## src/rtl/pwm_lim_pkg.sv

```systemverilog
package pwm_lim_pkg;

    typedef enum logic [1:0] {
        VAR_HALF      = 2'd0,
        VAR_EIGHTY    = 2'd1,
        VAR_SIXTYFIVE = 2'd2,
        VAR_LOW       = 2'd3
    } duty_var_e;

    localparam int FRAC_W = 8;

    // Duty ceiling numerator over 2^FRAC_W
    function automatic logic [FRAC_W-1:0] duty_num(input duty_var_e v);
        logic [FRAC_W-1:0] k;
        case (v)
            VAR_HALF:      k = 8'd128;
            VAR_EIGHTY:    k = 8'd204;
            VAR_SIXTYFIVE: k = 8'd166;
            default:       k = 8'd121;
        endcase
        return k;
    endfunction

endpackage

```

## src/rtl/pwm_period_jitter.sv

```systemverilog
module pwm_period_jitter #(
    parameter int PER_W     = 12,
    parameter int JIT_NUM   = 13,
    parameter int JIT_EVERY = 1
) (
    input  logic             clk,
    input  logic             rst_n,
    input  logic [PER_W-1:0] nom_i,
    output logic             tick_o,
    output logic [PER_W-1:0] next_len_o
);
    localparam int OFF_W  = PER_W + 1;
    localparam int STEP_W = (JIT_EVERY > 1) ? $clog2(JIT_EVERY) : 1;
    localparam logic [7:0] JIT_K = JIT_NUM[7:0];
    localparam logic [STEP_W-1:0] STEP_LAST = STEP_W'(JIT_EVERY - 1);
    localparam logic signed [OFF_W-1:0] ONE_S = 1;

    typedef struct packed {
        logic [PER_W-1:0] cnt;
        logic [PER_W-1:0] len;
        logic [OFF_W-1:0] off;
        logic             up;
        logic [STEP_W-1:0] step;
    } jit_st_t;

    jit_st_t s_d, s_q;

    logic [PER_W+7:0]        amp_prod;
    logic signed [OFF_W-1:0] amp;
    logic signed [OFF_W-1:0] off_q_s;
    logic signed [OFF_W-1:0] off_n;
    logic signed [OFF_W-1:0] len_sum;
    logic                    tick;

    always_comb begin
        s_d      = s_q;
        amp_prod = {8'b0, nom_i} * {{PER_W{1'b0}}, JIT_K};
        amp      = $signed({1'b0, amp_prod[PER_W+7:8]});
        off_q_s  = $signed(s_q.off);
        off_n    = off_q_s;
        tick     = ({1'b0, s_q.cnt} + {{PER_W{1'b0}}, 1'b1}) >= {1'b0, s_q.len};
        len_sum  = '0;
        if (tick) begin
            s_d.cnt = '0;
            if (s_q.step == STEP_LAST) begin
                s_d.step = '0;
                if (s_q.up) begin
                    if (off_q_s < amp) begin
                        off_n = off_q_s + ONE_S;
                    end else begin
                        s_d.up = 1'b0;
                        if (off_q_s > -amp) off_n = off_q_s - ONE_S;
                    end
                end else begin
                    if (off_q_s > -amp) begin
                        off_n = off_q_s - ONE_S;
                    end else begin
                        s_d.up = 1'b1;
                        if (off_q_s < amp) off_n = off_q_s + ONE_S;
                    end
                end
            end else begin
                s_d.step = s_q.step + 1'b1;
            end
            len_sum  = $signed({1'b0, nom_i}) + off_n;
            s_d.off  = off_n;
            s_d.len  = len_sum[PER_W-1:0];
        end else begin
            s_d.cnt = s_q.cnt + 1'b1;
        end
    end

    always_ff @(posedge clk or negedge rst_n) begin
        if (!rst_n) begin
            s_q      <= '0;
            s_q.len  <= PER_W'(1);
            s_q.up   <= 1'b1;
        end else begin
            s_q <= s_d;
        end
    end

    assign tick_o     = tick;
    assign next_len_o = s_d.len;

    // offset moves by at most one count per clock
    a_r2_off_single_step: assert property (@(posedge clk) disable iff (!rst_n)
        ($signed(s_q.off) == $signed($past(s_q.off))) ||
        ($signed(s_q.off) == $signed($past(s_q.off)) + ONE_S) ||
        ($signed(s_q.off) == $signed($past(s_q.off)) - ONE_S));

    // the position counter stays inside the period
    a_r1_cnt_in_period: assert property (@(posedge clk) disable iff (!rst_n)
        s_q.cnt < s_q.len);

endmodule

```

## src/rtl/pwm_fb_mode.sv

```systemverilog
module pwm_fb_mode (
    input  logic clk,
    input  logic rst_n,
    input  logic fb_above_skip_i,
    input  logic fb_above_exit_i,
    output logic skip_o
);
    typedef struct packed {
        logic skip;
    } fb_st_t;

    fb_st_t s_d, s_q;

    always_comb begin
        s_d = s_q;
        if (!fb_above_skip_i)      s_d.skip = 1'b1;
        else if (fb_above_exit_i)  s_d.skip = 1'b0;
    end

    always_ff @(posedge clk or negedge rst_n) begin
        if (!rst_n) s_q <= '0;
        else        s_q <= s_d;
    end

    assign skip_o = s_q.skip;

    // entry follows a low skip flag
    a_r10_skip_entry: assert property (@(posedge clk) disable iff (!rst_n)
        !fb_above_skip_i |=> s_q.skip);

    // exit needs the upper hysteresis level
    a_r10_skip_exit: assert property (@(posedge clk) disable iff (!rst_n)
        $fell(s_q.skip) |-> $past(fb_above_exit_i));

endmodule

```

## src/rtl/pwm_pulse_gate.sv

```systemverilog
module pwm_pulse_gate
    import pwm_lim_pkg::*;
#(
    parameter int PER_W      = 12,
    parameter int BLANK_CYC  = 20,
    parameter int MIN_ON_CYC = 40
) (
    input  logic             clk,
    input  logic             rst_n,
    input  logic             en_i,
    input  logic             tick_i,
    input  logic [PER_W-1:0] next_len_i,
    input  logic [1:0]       variant_i,
    input  logic             skip_i,
    input  logic             min_mode_i,
    input  logic             trip_i,
    output logic             gate_o
);
    localparam logic [PER_W-1:0] BLANK_L = PER_W'(BLANK_CYC);
    localparam logic [PER_W-1:0] MIN_L   = PER_W'(MIN_ON_CYC);

    typedef struct packed {
        logic             gate;
        logic             seen;
        logic [PER_W-1:0] on_len;
        logic [PER_W-1:0] maxon;
    } gate_st_t;

    gate_st_t s_d, s_q;

    logic [PER_W+7:0] ceil_prod;
    logic             trip_ok;
    logic             hit_max;
    logic             min_ok;

    always_comb begin
        s_d       = s_q;
        ceil_prod = {8'b0, next_len_i} *
                    {{PER_W{1'b0}}, duty_num(duty_var_e'(variant_i))};
        trip_ok   = trip_i && (s_q.on_len > BLANK_L);
        hit_max   = s_q.on_len >= s_q.maxon;
        min_ok    = s_q.on_len >= MIN_L;
        if (!en_i) begin
            s_d.gate   = 1'b0;
            s_d.seen   = 1'b0;
            s_d.on_len = '0;
        end else if (tick_i) begin
            s_d.maxon  = ceil_prod[PER_W+7:8];
            s_d.gate   = !skip_i && (ceil_prod[PER_W+7:8] != '0);
            s_d.on_len = s_d.gate ? PER_W'(1) : '0;
            s_d.seen   = 1'b0;
        end else if (s_q.gate) begin
            s_d.seen = s_q.seen | trip_ok;
            if (hit_max || (min_ok && (min_mode_i || s_d.seen))) begin
                s_d.gate = 1'b0;
            end else begin
                s_d.on_len = s_q.on_len + 1'b1;
            end
        end
    end

    always_ff @(posedge clk or negedge rst_n) begin
        if (!rst_n) s_q <= '0;
        else        s_q <= s_d;
    end

    assign gate_o = s_q.gate;

    // never beyond the ceiling
    a_r5_within_ceiling: assert property (@(posedge clk) disable iff (!rst_n)
        s_q.gate |-> (s_q.on_len <= s_q.maxon));

    // rise only at a period boundary
    a_r4_rise_on_tick: assert property (@(posedge clk) disable iff (!rst_n)
        $rose(s_q.gate) |-> $past(tick_i));

    // no start while skipping
    a_r10_skip_blocks: assert property (@(posedge clk) disable iff (!rst_n)
        (tick_i && skip_i) |=> !s_q.gate);

    // enable low forces the gate off
    a_r11_enable_off: assert property (@(posedge clk) disable iff (!rst_n)
        !en_i |=> !s_q.gate);

    // pulses end no earlier than the minimum on-time
    a_r8_min_width: assert property (@(posedge clk) disable iff (!rst_n)
        ($fell(s_q.gate) && $past(en_i)) |->
        (($past(s_q.on_len) >= MIN_L) || ($past(s_q.on_len) >= $past(s_q.maxon))));

endmodule

```

## src/rtl/pwm_duty_limiter.sv

```systemverilog
module pwm_duty_limiter #(
    parameter int PER_W      = 12,
    parameter int BLANK_CYC  = 20,
    parameter int MIN_ON_CYC = 40,
    parameter int JIT_NUM    = 13,
    parameter int JIT_EVERY  = 1
) (
    input  logic             clk,
    input  logic             rst_n,
    input  logic [PER_W-1:0] period_nom_i,
    input  logic [1:0]       variant_i,
    input  logic             en_i,
    input  logic             cs_trip_i,
    input  logic             ss_trip_i,
    input  logic             fb_above_min_i,
    input  logic             fb_above_skip_i,
    input  logic             fb_above_exit_i,
    output logic             gate_o,
    output logic             tick_o
);
    logic             tick;
    logic [PER_W-1:0] next_len;
    logic             skip;

    pwm_period_jitter #(
        .PER_W    (PER_W),
        .JIT_NUM  (JIT_NUM),
        .JIT_EVERY(JIT_EVERY)
    ) u_period (
        .clk       (clk),
        .rst_n     (rst_n),
        .nom_i     (period_nom_i),
        .tick_o    (tick),
        .next_len_o(next_len)
    );

    pwm_fb_mode u_mode (
        .clk            (clk),
        .rst_n          (rst_n),
        .fb_above_skip_i(fb_above_skip_i),
        .fb_above_exit_i(fb_above_exit_i),
        .skip_o         (skip)
    );

    pwm_pulse_gate #(
        .PER_W     (PER_W),
        .BLANK_CYC (BLANK_CYC),
        .MIN_ON_CYC(MIN_ON_CYC)
    ) u_gate (
        .clk       (clk),
        .rst_n     (rst_n),
        .en_i      (en_i),
        .tick_i    (tick),
        .next_len_i(next_len),
        .variant_i (variant_i),
        .skip_i    (skip),
        .min_mode_i(!fb_above_min_i),
        .trip_i    (cs_trip_i | ss_trip_i),
        .gate_o    (gate_o)
    );

    assign tick_o = tick;

endmodule

```

## config.mk

```make
export PLATFORM = sky130hd
export DESIGN_NAME = pwm_duty_limiter
export DESIGN_NICKNAME = d
export VERILOG_FILES = /design/src/rtl/pwm_lim_pkg.sv /design/src/rtl/pwm_period_jitter.sv /design/src/rtl/pwm_fb_mode.sv /design/src/rtl/pwm_pulse_gate.sv /design/src/rtl/pwm_duty_limiter.sv
export SDC_FILE = /design/constraint.sdc
export NUM_CORES = 1
export LEC_CHECK = 0
export BUFFER_PORTS_ARGS = -buffer_cell sky130_fd_sc_hd__buf_4
export CAP_MARGIN = 15
export CORE_ASPECT_RATIO = 1.25
export CORE_UTILIZATION = 40
export CTS_CLUSTER_SIZE = 12
export DETAILED_ROUTE_END_ITERATION = 7
export MAX_ROUTING_LAYER = met4
export PLACE_DENSITY = 0.62
export SLEW_MARGIN = 20
export SYNTH_ARGS = -nofsm -noshare
export SYNTH_HDL_FRONTEND = slang
export SYNTH_SLANG_ARGS = --single-unit
```

## constraint.sdc

```tcl
create_clock -name clk -period 10 [get_ports clk]
set_clock_uncertainty 0.1 [all_clocks]
set_input_delay 0.5 -clock clk [delete_from_list [all_inputs] [get_ports clk]]
set_output_delay 0.5 -clock clk [all_outputs]
set_load 0.01 [all_outputs]
```

==> summary.txt, run 1 <==
Die
  – # IOs: 24
  – Total core area: around 0.022 sq mm
  – Die H: 171 microns
  – Die Footprint: 0.0233 sq mm
  – Die width: 137 microns
  – Initial Util: about 41%
  – Cell Rows: between 60 and 70

Drt
  – DRT Wirelength: between 20000 and 25000 microns
  – Routed Antenna Nets: 0
  – Remaining DRCs: 0
  – Drt via density: 5.22
  – 1st-iter DRT viols: 492
  – Avg WL per Cell: 15.4 microns
  – Routed via count: 8306
  – DRT Pass-1 Iters: 7

Timing
  – Max-slew violations: 0
  – Achievable clock frequency: around 0.090 GHz
  – Final hold violations: 0
  – Setup violators final: 14
  – Tightest Pin Transition: 0.865 ns
  – Slew margin rel.: 42.3%
  – PnR worst setup slack: -1.12 ns
  – Fin crit share: 111%
  – RSZ-0062 raised after global routing: true
  – Tmin final: 11.12 ns

Yosys
  – Synth Area in XOR/XNOR: ~5.3%
  – Mapped Nets: 1298
  – Sequential-to-total area share from yosys stat: 17.9%
  – Number of synthesized register bits: 65
  – Top cell type by total area after synthesis: ha_1
  – Compound-Gate Fraction of Synth Area: 16.7%
  – Area contributors post-synth: ha_1, dfrtp_1, fa_1, inv_1, nand2_1
  – Syn. warnings: 0
  – Number of synthesized flops with an enable pin: 0
  – Simple-Gate Fraction of Synth Area: 17.6%
  – Synthesized instance count: approximately 1100
  – Post-synth cell types: 78
  – Count leader, synth: inv_1
  – Post-Synth Adder-Cell Area: 32.3%
  – Primary FF master, synth: dfrtp_1
  – Top cells by count, synth: inv_1, ha_1, nand2_1
  – Post-Syn Area per Cell: 8.41 sq um
  – Ys async rst share: 100%
  – Largest family of logic cells by synthesized area: adder cells
  – Netlist Area Pre-Place: 0.00909 sq mm
  – Synth top area share: roughly 18%
  – Post-synthesis mux area share: 1.07%

Clock tree
  – CTS tree: built
  – Root buffer cell: clkbuf_16
  – CTS Buf Count: 9
  – CTS HTree Levels: 3
  – Clock sinks: 65
  – Clock Path Buffers: 2
  – Hold buffer count at cts: 0
  – Clock Latency Late Sink: approximately 0.33 ns
  – Clk slew on worst S/H paths: roughly 0.06 ns

Power
  – Power Total: 0.00290 W
  – Maximum VDD drop: 0.178 mV
  – Leakage: approximately 6.2 nW
  – Pwr dens: 236 mW/mm^2

Worst setup path
  – Max incr delay on CP: 0.52 ns
  – Critical path's slowest cell: fa_1
  – Startpoint Class: input pin
  – Worst EP arrival: 11.28 ns
  – Worst EP required: 10.16 ns
  – Kind of end point of the critical path: register
  – R2r setup slk: 1.19 ns
  – Critical Path Fanout Max: 5
  – Critical path class: in -> reg

Global route
  – Pin count of the biggest net entering global routing: 66
  – Grt total ovfl: 0
  – Initial antenna violation count: 0
  – Tot GR Track Use: 22.6%
  – Global-route wire length before repair: between 40000 and 50000 microns
  – Vias in the first global route: 8500

Hold path
  – Worst min-delay path class: in -> async

Layout
  – Share of layout cells above drive strength 1: 31.0%
  – Fin cells: 1590
  – Register area: 0.00163 sq mm
  – Syn-to-layout area delta: 35.4%
  – Antenna cell count: 0
  – Post-layout net count: between 1500 and 2000
  – Footprint of the multi-input gates: 0.00740 sq mm
  – # fillers: 2014

Outcome
  – Status: complete, but fails checks
  – Violated checks: negative setup slack

Place
  – Last weighted congestion value of the routability-driven placer: 0.927
  – Place WS: -1.69 ns
  – IO Port Bufs: 23
  – Hpwl dp: around 19000 microns
  – Placed Cells: 1542

Job
  – Max-Cap Viols: 0
==> worst max-delay path: cells and delay by family <==
family | cells | cell delay, ns
buffers and inverters | 7 | 0.62
AND/OR/NAND/NOR | 9 | 1.64
AO/OA/AOI/OAI | 26 | 4.09
XOR/XNOR | 2 | 0.26
adder cells (fa/ha/maj) | 11 | 3.86
multiplexers | 1 | 0.30
==> path summary, 6_finish.rpt <==
check	from	end	cells after the start
setup / recovery	period_nom_i[1]	u_gate.gate_o	56
hold / removal	rst_n	u_gate.s_q[19]	1
setup reg to reg	u_period.off_q_s[6]	u_gate.gate_o	41
hold reg to reg	u_gate.s_q[4]	u_gate.s_q[4]	2
max in group asynchronous	rst_n	u_period.off_q_s[3]	1
min in group clk	fb_above_exit_i	u_mode.skip_o	2
==> final cells by class <==
class / count / share of cell area [%]
Clock buffer: 10 / 1.86
Clock inverter: 6 / 0.742
Sequential cell: 65 / 13.2
Timing Repair Buffer: 240 / 15.4
Inverter: 187 / 5.70
Multi-Input combinational cell: 799 / 60.1
Tap cell: 283 / 2.88
==> registers in the layout, summed over array words and instances (netlist names), named ones only <==
register          flops
u_gate.gate_o         1
u_gate.s_q           25
u_mode.skip_o         1
u_period.off_q_s     12
u_period.s_q         25
==> cells by family (layout without fill, tap and decap cells) <==
kind of cell / after synthesis / after routing
mux: 9 / 9
xor+xnor: 53 / 53
fa+ha+maj: 195 / 195
simple gates: 317 / 317
flops: 65 / 65
compound gates: 225 / 225
buf+inv: 217 / 443
==> cell usage in the layout, fill, tap and decap left out, drive strengths merged, types with 31 or more instances in the layout <==
cell type and instances:
o21ai 69, ha 129, buf 240, dfrtp 63, inv 188, xnor2 31
fa 66, nand2 76, a21oi 42, and2 38, nor2 68
==> through the flow <==
step	instance area [sq um]	util, %	TNS [ns]	hold WS [ns]
global route	12300	55.2	-16.74	0.243
CTS	11800	52.9	-10.06	0.218
finish	12300	55.2	-10.25	0.174
floorplan	9210	-	-7.26	0.104
detailed placement	11000	49.3	-18.83	0.360
global placement	11000	49.3	-16.69	0.354
==> report_power, final <==
part | switching (W) | internal, W
registers | 0.00000574 | 0.000268
clock network | 0.000122 | 0.000220
logic | 0.00108 | 0.00120
==> timing repair <==
item                                    4_1_cts  5_1_grt
endpoints found under the setup margin       14       14
setup buffers                                23       19
pin swaps                                    69       85
resized for setup                            77       99
==> per-layer routing <==
metal	wire length (microns)	vias up	global-route usage, %
met1	10300	3983	26.1
met2	12800	155	40.2
met5	0	-	-
li1	-	4111	-
met4	806	0	8.84
met3	647	57	1.87
Power figures use the tool's default switching activity.
==> run 2, diff against run 1 <==
--- a/config.mk
+++ b/config.mk
@@ -11,9 +11,11 @@
 export CORE_UTILIZATION = 40
 export CTS_CLUSTER_SIZE = 12
 export DETAILED_ROUTE_END_ITERATION = 7
+export GPL_ROUTABILITY_DRIVEN = 0
 export MAX_ROUTING_LAYER = met4
 export PLACE_DENSITY = 0.62
 export SLEW_MARGIN = 20
 export SYNTH_ARGS = -nofsm -noshare
 export SYNTH_HDL_FRONTEND = slang
+export SYNTH_HIERARCHICAL = 1
 export SYNTH_SLANG_ARGS = --single-unit
==> summary.txt, run 2 <==
Outcome
  – Status: complete, but fails checks
  – Violated checks: negative setup slack

Yosys
  – Top cell type by total area after synthesis: ha_1
  – Post-synth cell types: 76
  – Area contributors post-synth: ha_1, dfrtp_1, fa_1, inv_1, xnor2_1
  – Synthesized instance count: 1049
  – Top cells by count, synth: inv_1, ha_1, nand2_1
  – Primary FF master, synth: dfrtp_1
  – Sequential-to-total area share from yosys stat: 18.1%
  – Number of synthesized flops with an enable pin: 0
  – Ys async rst share: 100%
  – Netlist Area Pre-Place: 0.00899 sq mm
  – Mapped Nets: about 1300
  – Syn. warnings: 6
  – Count leader, synth: inv_1
  – Number of synthesized register bits: 65
  – Post-Syn Area per Cell: approximately 8.6 sq um
  – Synth top area share: 17.7%

Global route
  – Tot GR Track Use: between 20% and 30%
  – M2 GR Usage: 38.6%
  – Gr busiest metal: met2
  – Vias in the first global route: 8315
  – GR met3 Demand/Resource: 1.97%
  – Grt total ovfl: 0
  – Pin count of the biggest net entering global routing: 66
  – Global-route wire length before repair: 38300 microns
  – Initial antenna violation count: 0
  – Met1 usage: ~24%

Worst setup path
  – Critical path's slowest cell: fa_1
  – R2r setup slk: 1.39 ns
  – Critical Path Fanout Max: 8
  – Worst EP arrival: 10.82 ns
  – Max incr delay on CP: between 0.5 and 0.6 ns
  – Critical path class: in -> reg
  – Startpoint Class: input pin
  – Reg-to-reg startpoint: u_period/off_q_s[2]
  – Kind of end point of the critical path: register
  – CP most frequent cell: fa_1
  – Worst EP required: approximately 10 ns
  – Crit. Startpoint: period_nom_i[3]

Layout
  – Most frequent cells in the layout: buf_4, inv_1, ha_1
  – Post-layout net count: 1456
  – Commonest non-fill, non-tap cell in the layout: buf_4
  – Share of layout cells above drive strength 1: between 30 and 40%
  – Antenna cell count: 0
  – Syn-to-layout area delta: 33.3%

Drt
  – Routed Antenna Nets: 0
  – DRT Wirelength: 22900 microns
  – Drt via density: slightly above 5
  – Routed via count: 7868
  – Avg WL per Cell: 15.0 microns
  – DRT Pass-1 Iters: 4
  – 1st-iter DRT viols: 290
  – Remaining DRCs: 0

Die
  – # IOs: 24
  – Die H: 170 microns
  – Die width: 136 microns
  – Total core area: 0.0221 sq mm
  – Initial Util: between 40% and 50%
  – Die Footprint: 0.0231 sq mm
  – Cell Rows: ~60

Clock tree
  – CTS tree: built
  – Root buffer cell: clkbuf_16
  – Clock Latency Late Sink: 0.33 ns
  – CTS Buf Count: 9
  – Clk slew on worst S/H paths: about 0.06 ns
  – Clock Path Buffers: 2
  – CTS HTree Levels: 3
  – Clock sinks: 65

Timing
  – Achievable clock frequency: 0.0938 GHz
  – Fin crit share: 107%
  – Tmin final: 10.66 ns
  – RSZ-0062 raised after global routing: true
  – Max-slew violations: 0
  – Setup violators final: 11
  – Sum Neg Setup Slack: -4.09 ns
  – PnR worst setup slack: -0.659 ns
  – Tightest Pin Transition: roughly 0.84 ns
  – Final hold violations: 0
  – Slew margin rel.: 44.0%

Place
  – IO Port Bufs: 23
  – Place WS: -1.70 ns
  – Hpwl dp: ~18000 microns

Power
  – Pwr dens: 297 mW/mm^2
  – Leakage: 5.86 nW
  – Maximum VDD drop: 0.253 mV

Hold path
  – Worst min-delay path class: in -> async

Job
  – Max-Cap Viols: 0
==> run 2: changes by cell type after synthesis, moves of 7 or more <==
cell      change
a21o_1        -9
and2_1       -14
buf_4        +13
clkbuf_1      -7
nand2_1      +12
nand2b_1     +13
nand4_1      -13
nor2b_1       +7
o21ai_0      -16
o21ai_1      -15
xnor2_1      +15
==> run 2: layout make-up <==
type | count | area [sq um]
sequential | 65 | 1630
clock buffer | 10 | 239
timing repair buffer | 213 | 1660
inverter | 184 | 691
tap | 283 | 354
clock inverter | 6 | 115
fill | 2002 | 10100
multi-input combinational | 766 | 7300
==> run 2: power by group <==
part / leakage, nW / switching, W / total [W] / internal [W]
sequential: 0.804 / 0.00000340 / 0.000271 / 0.000268
clock: 0.169 / 0.000120 / 0.000371 / 0.000251
combinational: 4.89 / 0.00140 / 0.00292 / 0.00152
total: 5.86 / 0.00152 / 0.00356 / 0.00203
==> run 2: kinds of logic after synthesis <==
family	Yosys count	synth area share (%)
AOI/OAI and AO/OA	175	13.0
xor gates and xnor gates	70	6.82
adders and majority gates	195	32.8
buffers and inverters	218	9.92
DFF	65	18.1
muxes	9	1.07
and+or+nand+nor	317	18.3
==> run 2: what timing repair did <==
item,4_1_cts,5_1_grt
endpoints found under the hold margin,0,0
resized for setup,74,80
endpoints found under the setup margin,14,14
hold buffers,0,0
buffers inserted,14,10
pin swaps,54,56
==> run 2: layer usage <==
layer | part of all wire (%) | up-vias | routed length, microns
li1 | - | 3859 | -
met1 | 42 | 3834 | 9620
met2 | 53 | 122 | 12100
met3 | 2.1 | 53 | 491
met4 | 3.1 | 0 | 704
met5 | 0 | - | 0
==> run 2: critical path, delay by kind of cell <==
kind / cells / cell delay [ns]
adder cells (fa/ha/maj): 10 / 3.65
AND/OR/NAND/NOR: 10 / 2.01
AO/OA/AOI/OAI: 19 / 3.39
XOR/XNOR: 3 / 0.60
buffers and inverters: 8 / 0.69
==> run 2: final timing paths <==
kind,end,cells after the start
setup reg to reg,u_gate/s_q[12],37
hold / removal,u_period/off_q_s[6],1
hold reg to reg,u_gate/s_q[1],2
max in group asynchronous,u_period/s_q[22],1
setup / recovery,u_gate/s_q[12],50
min in group clk,u_mode/skip_o,2
==> run 2: metrics by stage <==
stage	total power (W)	instance area [sq um]	util, %	hold slack (ns)	std cells
after floorplan	0.00158	9150	-	0.104	1049
after global placement	0.00243	10700	48.5	0.366	1490
after detailed placement	0.00247	10700	48.5	0.371	1490
after CTS	0.00317	11500	52.1	0.209	1518
after global routing	0.00384	12000	54.2	0.210	1527
final	0.00356	12000	54.2	0.155	1527
==> run 3, diff against run 2 <==
--- a/config.mk
+++ b/config.mk
@@ -8,12 +8,13 @@
 export BUFFER_PORTS_ARGS = -buffer_cell sky130_fd_sc_hd__buf_4
 export CAP_MARGIN = 15
 export CORE_ASPECT_RATIO = 1.25
-export CORE_UTILIZATION = 40
+export CORE_MARGIN = 5
+export CORE_UTILIZATION = 30
 export CTS_CLUSTER_SIZE = 12
 export DETAILED_ROUTE_END_ITERATION = 7
 export GPL_ROUTABILITY_DRIVEN = 0
 export MAX_ROUTING_LAYER = met4
-export PLACE_DENSITY = 0.62
+export PLACE_DENSITY = 0.51
 export SLEW_MARGIN = 20
 export SYNTH_ARGS = -nofsm -noshare
 export SYNTH_HDL_FRONTEND = slang
==> summary.txt, run 3 (synthesized netlist as in run 2, its figures left out) <==
Die
  – Die Footprint: 0.0336 sq mm
  – # IOs: 24
  – Initial Util: between 30% and 40%
  – Die width: roughly 160 microns
  – Total core area: 0.0298 sq mm
  – Die H: 204 microns
  – Cell Rows: 71

Drt
  – Routed Antenna Nets: 0
  – DRT Pass-1 Iters: 4
  – Drt via density: 4.69
  – Avg WL per Cell: 14.2 microns
  – DRT Wirelength: 24100 microns
  – Remaining DRCs: 0
  – 1st-iter DRT viols: 243
  – Routed via count: 7926

Layout
  – Post-layout net count: 1501
  – Commonest non-fill, non-tap cell in the layout: buf_4
  – Antenna cell count: 0
  – Core Util, Final: 41.9%
  – Fin cells: 1690
  – Most frequent cells in the layout: buf_4, inv_1, ha_1
  – Share of layout cells above drive strength 1: approximately 34%
  – Syn-to-layout area delta: 38.9%

Hold path
  – Worst min-delay path class: in -> async

Power
  – Maximum VDD drop: 0.216 mV
  – Leakage: 6.12 nW
  – Pwr dens: 285 mW/mm^2

Job
  – Max-Cap Viols: 0

Worst setup path
  – Critical Path Fanout Max: 7
  – CP most frequent cell: fa_1
  – Reg-to-Reg End: u_gate/s_q[12]
  – Critical path class: in -> reg
  – R2r setup slk: 1.40 ns
  – Max incr delay on CP: 0.54 ns
  – Worst EP required: 10.17 ns
  – Critical path's slowest cell: fa_1
  – Reg-to-reg startpoint: u_period/off_q_s[2]
  – Worst Reg-to-Reg Cells: 37
  – Kind of end point of the critical path: register
  – Startpoint Class: input pin
  – Worst EP arrival: 10.85 ns

Global route
  – Global-route wire length before repair: 40600 microns
  – Pin count of the biggest net entering global routing: 66
  – Tot GR Track Use: approximately 15%
  – Vias in the first global route: approximately 8500
  – Grt total ovfl: 0
  – Initial antenna violation count: 0

Timing
  – Tmin final: ~11 ns
  – Final hold violations: 0
  – Slew margin rel.: 43.6%
  – Worst Hold Slack: 0.163 ns
  – Max-slew violations: 0
  – RSZ-0062 raised after global routing: true
  – Tightest Pin Transition: ~0.85 ns
  – Achievable clock frequency: about 0.094 GHz
  – Fin crit share: 107%
  – Sum Neg Setup Slack: -4.45 ns
  – PnR worst setup slack: -0.681 ns
  – Setup violators final: 11

Clock tree
  – Clock sinks: 65
  – Hold buffer count at cts: 0
  – Clock Latency Late Sink: around 0.34 ns
  – Root buffer cell: clkbuf_16
  – CTS Buf Count: 9
  – CTS tree: built
  – Clk slew on worst S/H paths: 0.06 ns
  – CTS HTree Levels: 3
  – Clock Path Buffers: 2

Outcome
  – Violated checks: negative setup slack
  – Status: complete, but fails checks

Place
  – IO Port Bufs: 23
  – Placed Cells: between 1500 and 2000
  – Hpwl dp: 18800 microns
run 3: worst max-delay path by stage:
stage               slack (ns)              to       startpoint
floorplan                -0.55   u_gate/gate_o  period_nom_i[3]
global placement         -1.64   u_gate/gate_o  period_nom_i[3]
detailed placement       -1.77   u_gate/gate_o  period_nom_i[3]
CTS                      -0.61   u_gate/gate_o  period_nom_i[2]
global route             -1.21   u_gate/gate_o  period_nom_i[3]
finish                   -0.68  u_gate/s_q[12]  period_nom_i[3]
run 3: final cells by class:
cell class | instances | area (sq um)
tap | 401 | 502
sequential | 65 | 1630
fill | 2999 | 17400
multi-input combinational | 766 | 7360
clock inverter | 6 | 67.6
clock buffer | 10 | 229
timing repair buffer | 258 | 2010
inverter | 184 | 694
run 3: per-stage QoR:
step                setup slack (ns)  area [sq um]  power, W
floorplan                     -0.554          9150   0.00158
global placement               -1.64         11000   0.00252
detailed placement             -1.77         11000   0.00253
CTS                           -0.609         12000   0.00317
global route                   -1.21         12500   0.00389
finish                        -0.681         12500   0.00356
run 3: worst max-delay path, delay by kind of cell:
kind,cells,cell delay (ns)
adder cells (fa/ha/maj),10,3.78
AO/OA/AOI/OAI,19,3.14
AND/OR/NAND/NOR,9,1.89
buffers and inverters,9,0.85
XOR/XNOR,4,0.67
run 3: routing by layer:
layer  up-vias  global-route usage, %  share of wire [%]
met1      3861                   17.7                 43
li1       3949                      -                  -
met4         0                   4.52                2.2
met2        81                   27.9                 54
met3        35                   1.33                1.2
met5         -                      -                  0
run 3: report_power, final:
part / internal [W] / switching (W)
Combinational: 0.00158 / 0.00139
Sequential: 0.000268 / 0.00000346
Clock: 0.000194 / 0.000120
run 3: what timing repair did:
item                                   in CTS  in global routing
setup endpoints to repair                  14                 14
resized for setup                          89                 83
endpoints found under the hold margin       0                  0
pin swaps                                  73                 48
setup buffers                              46                 10
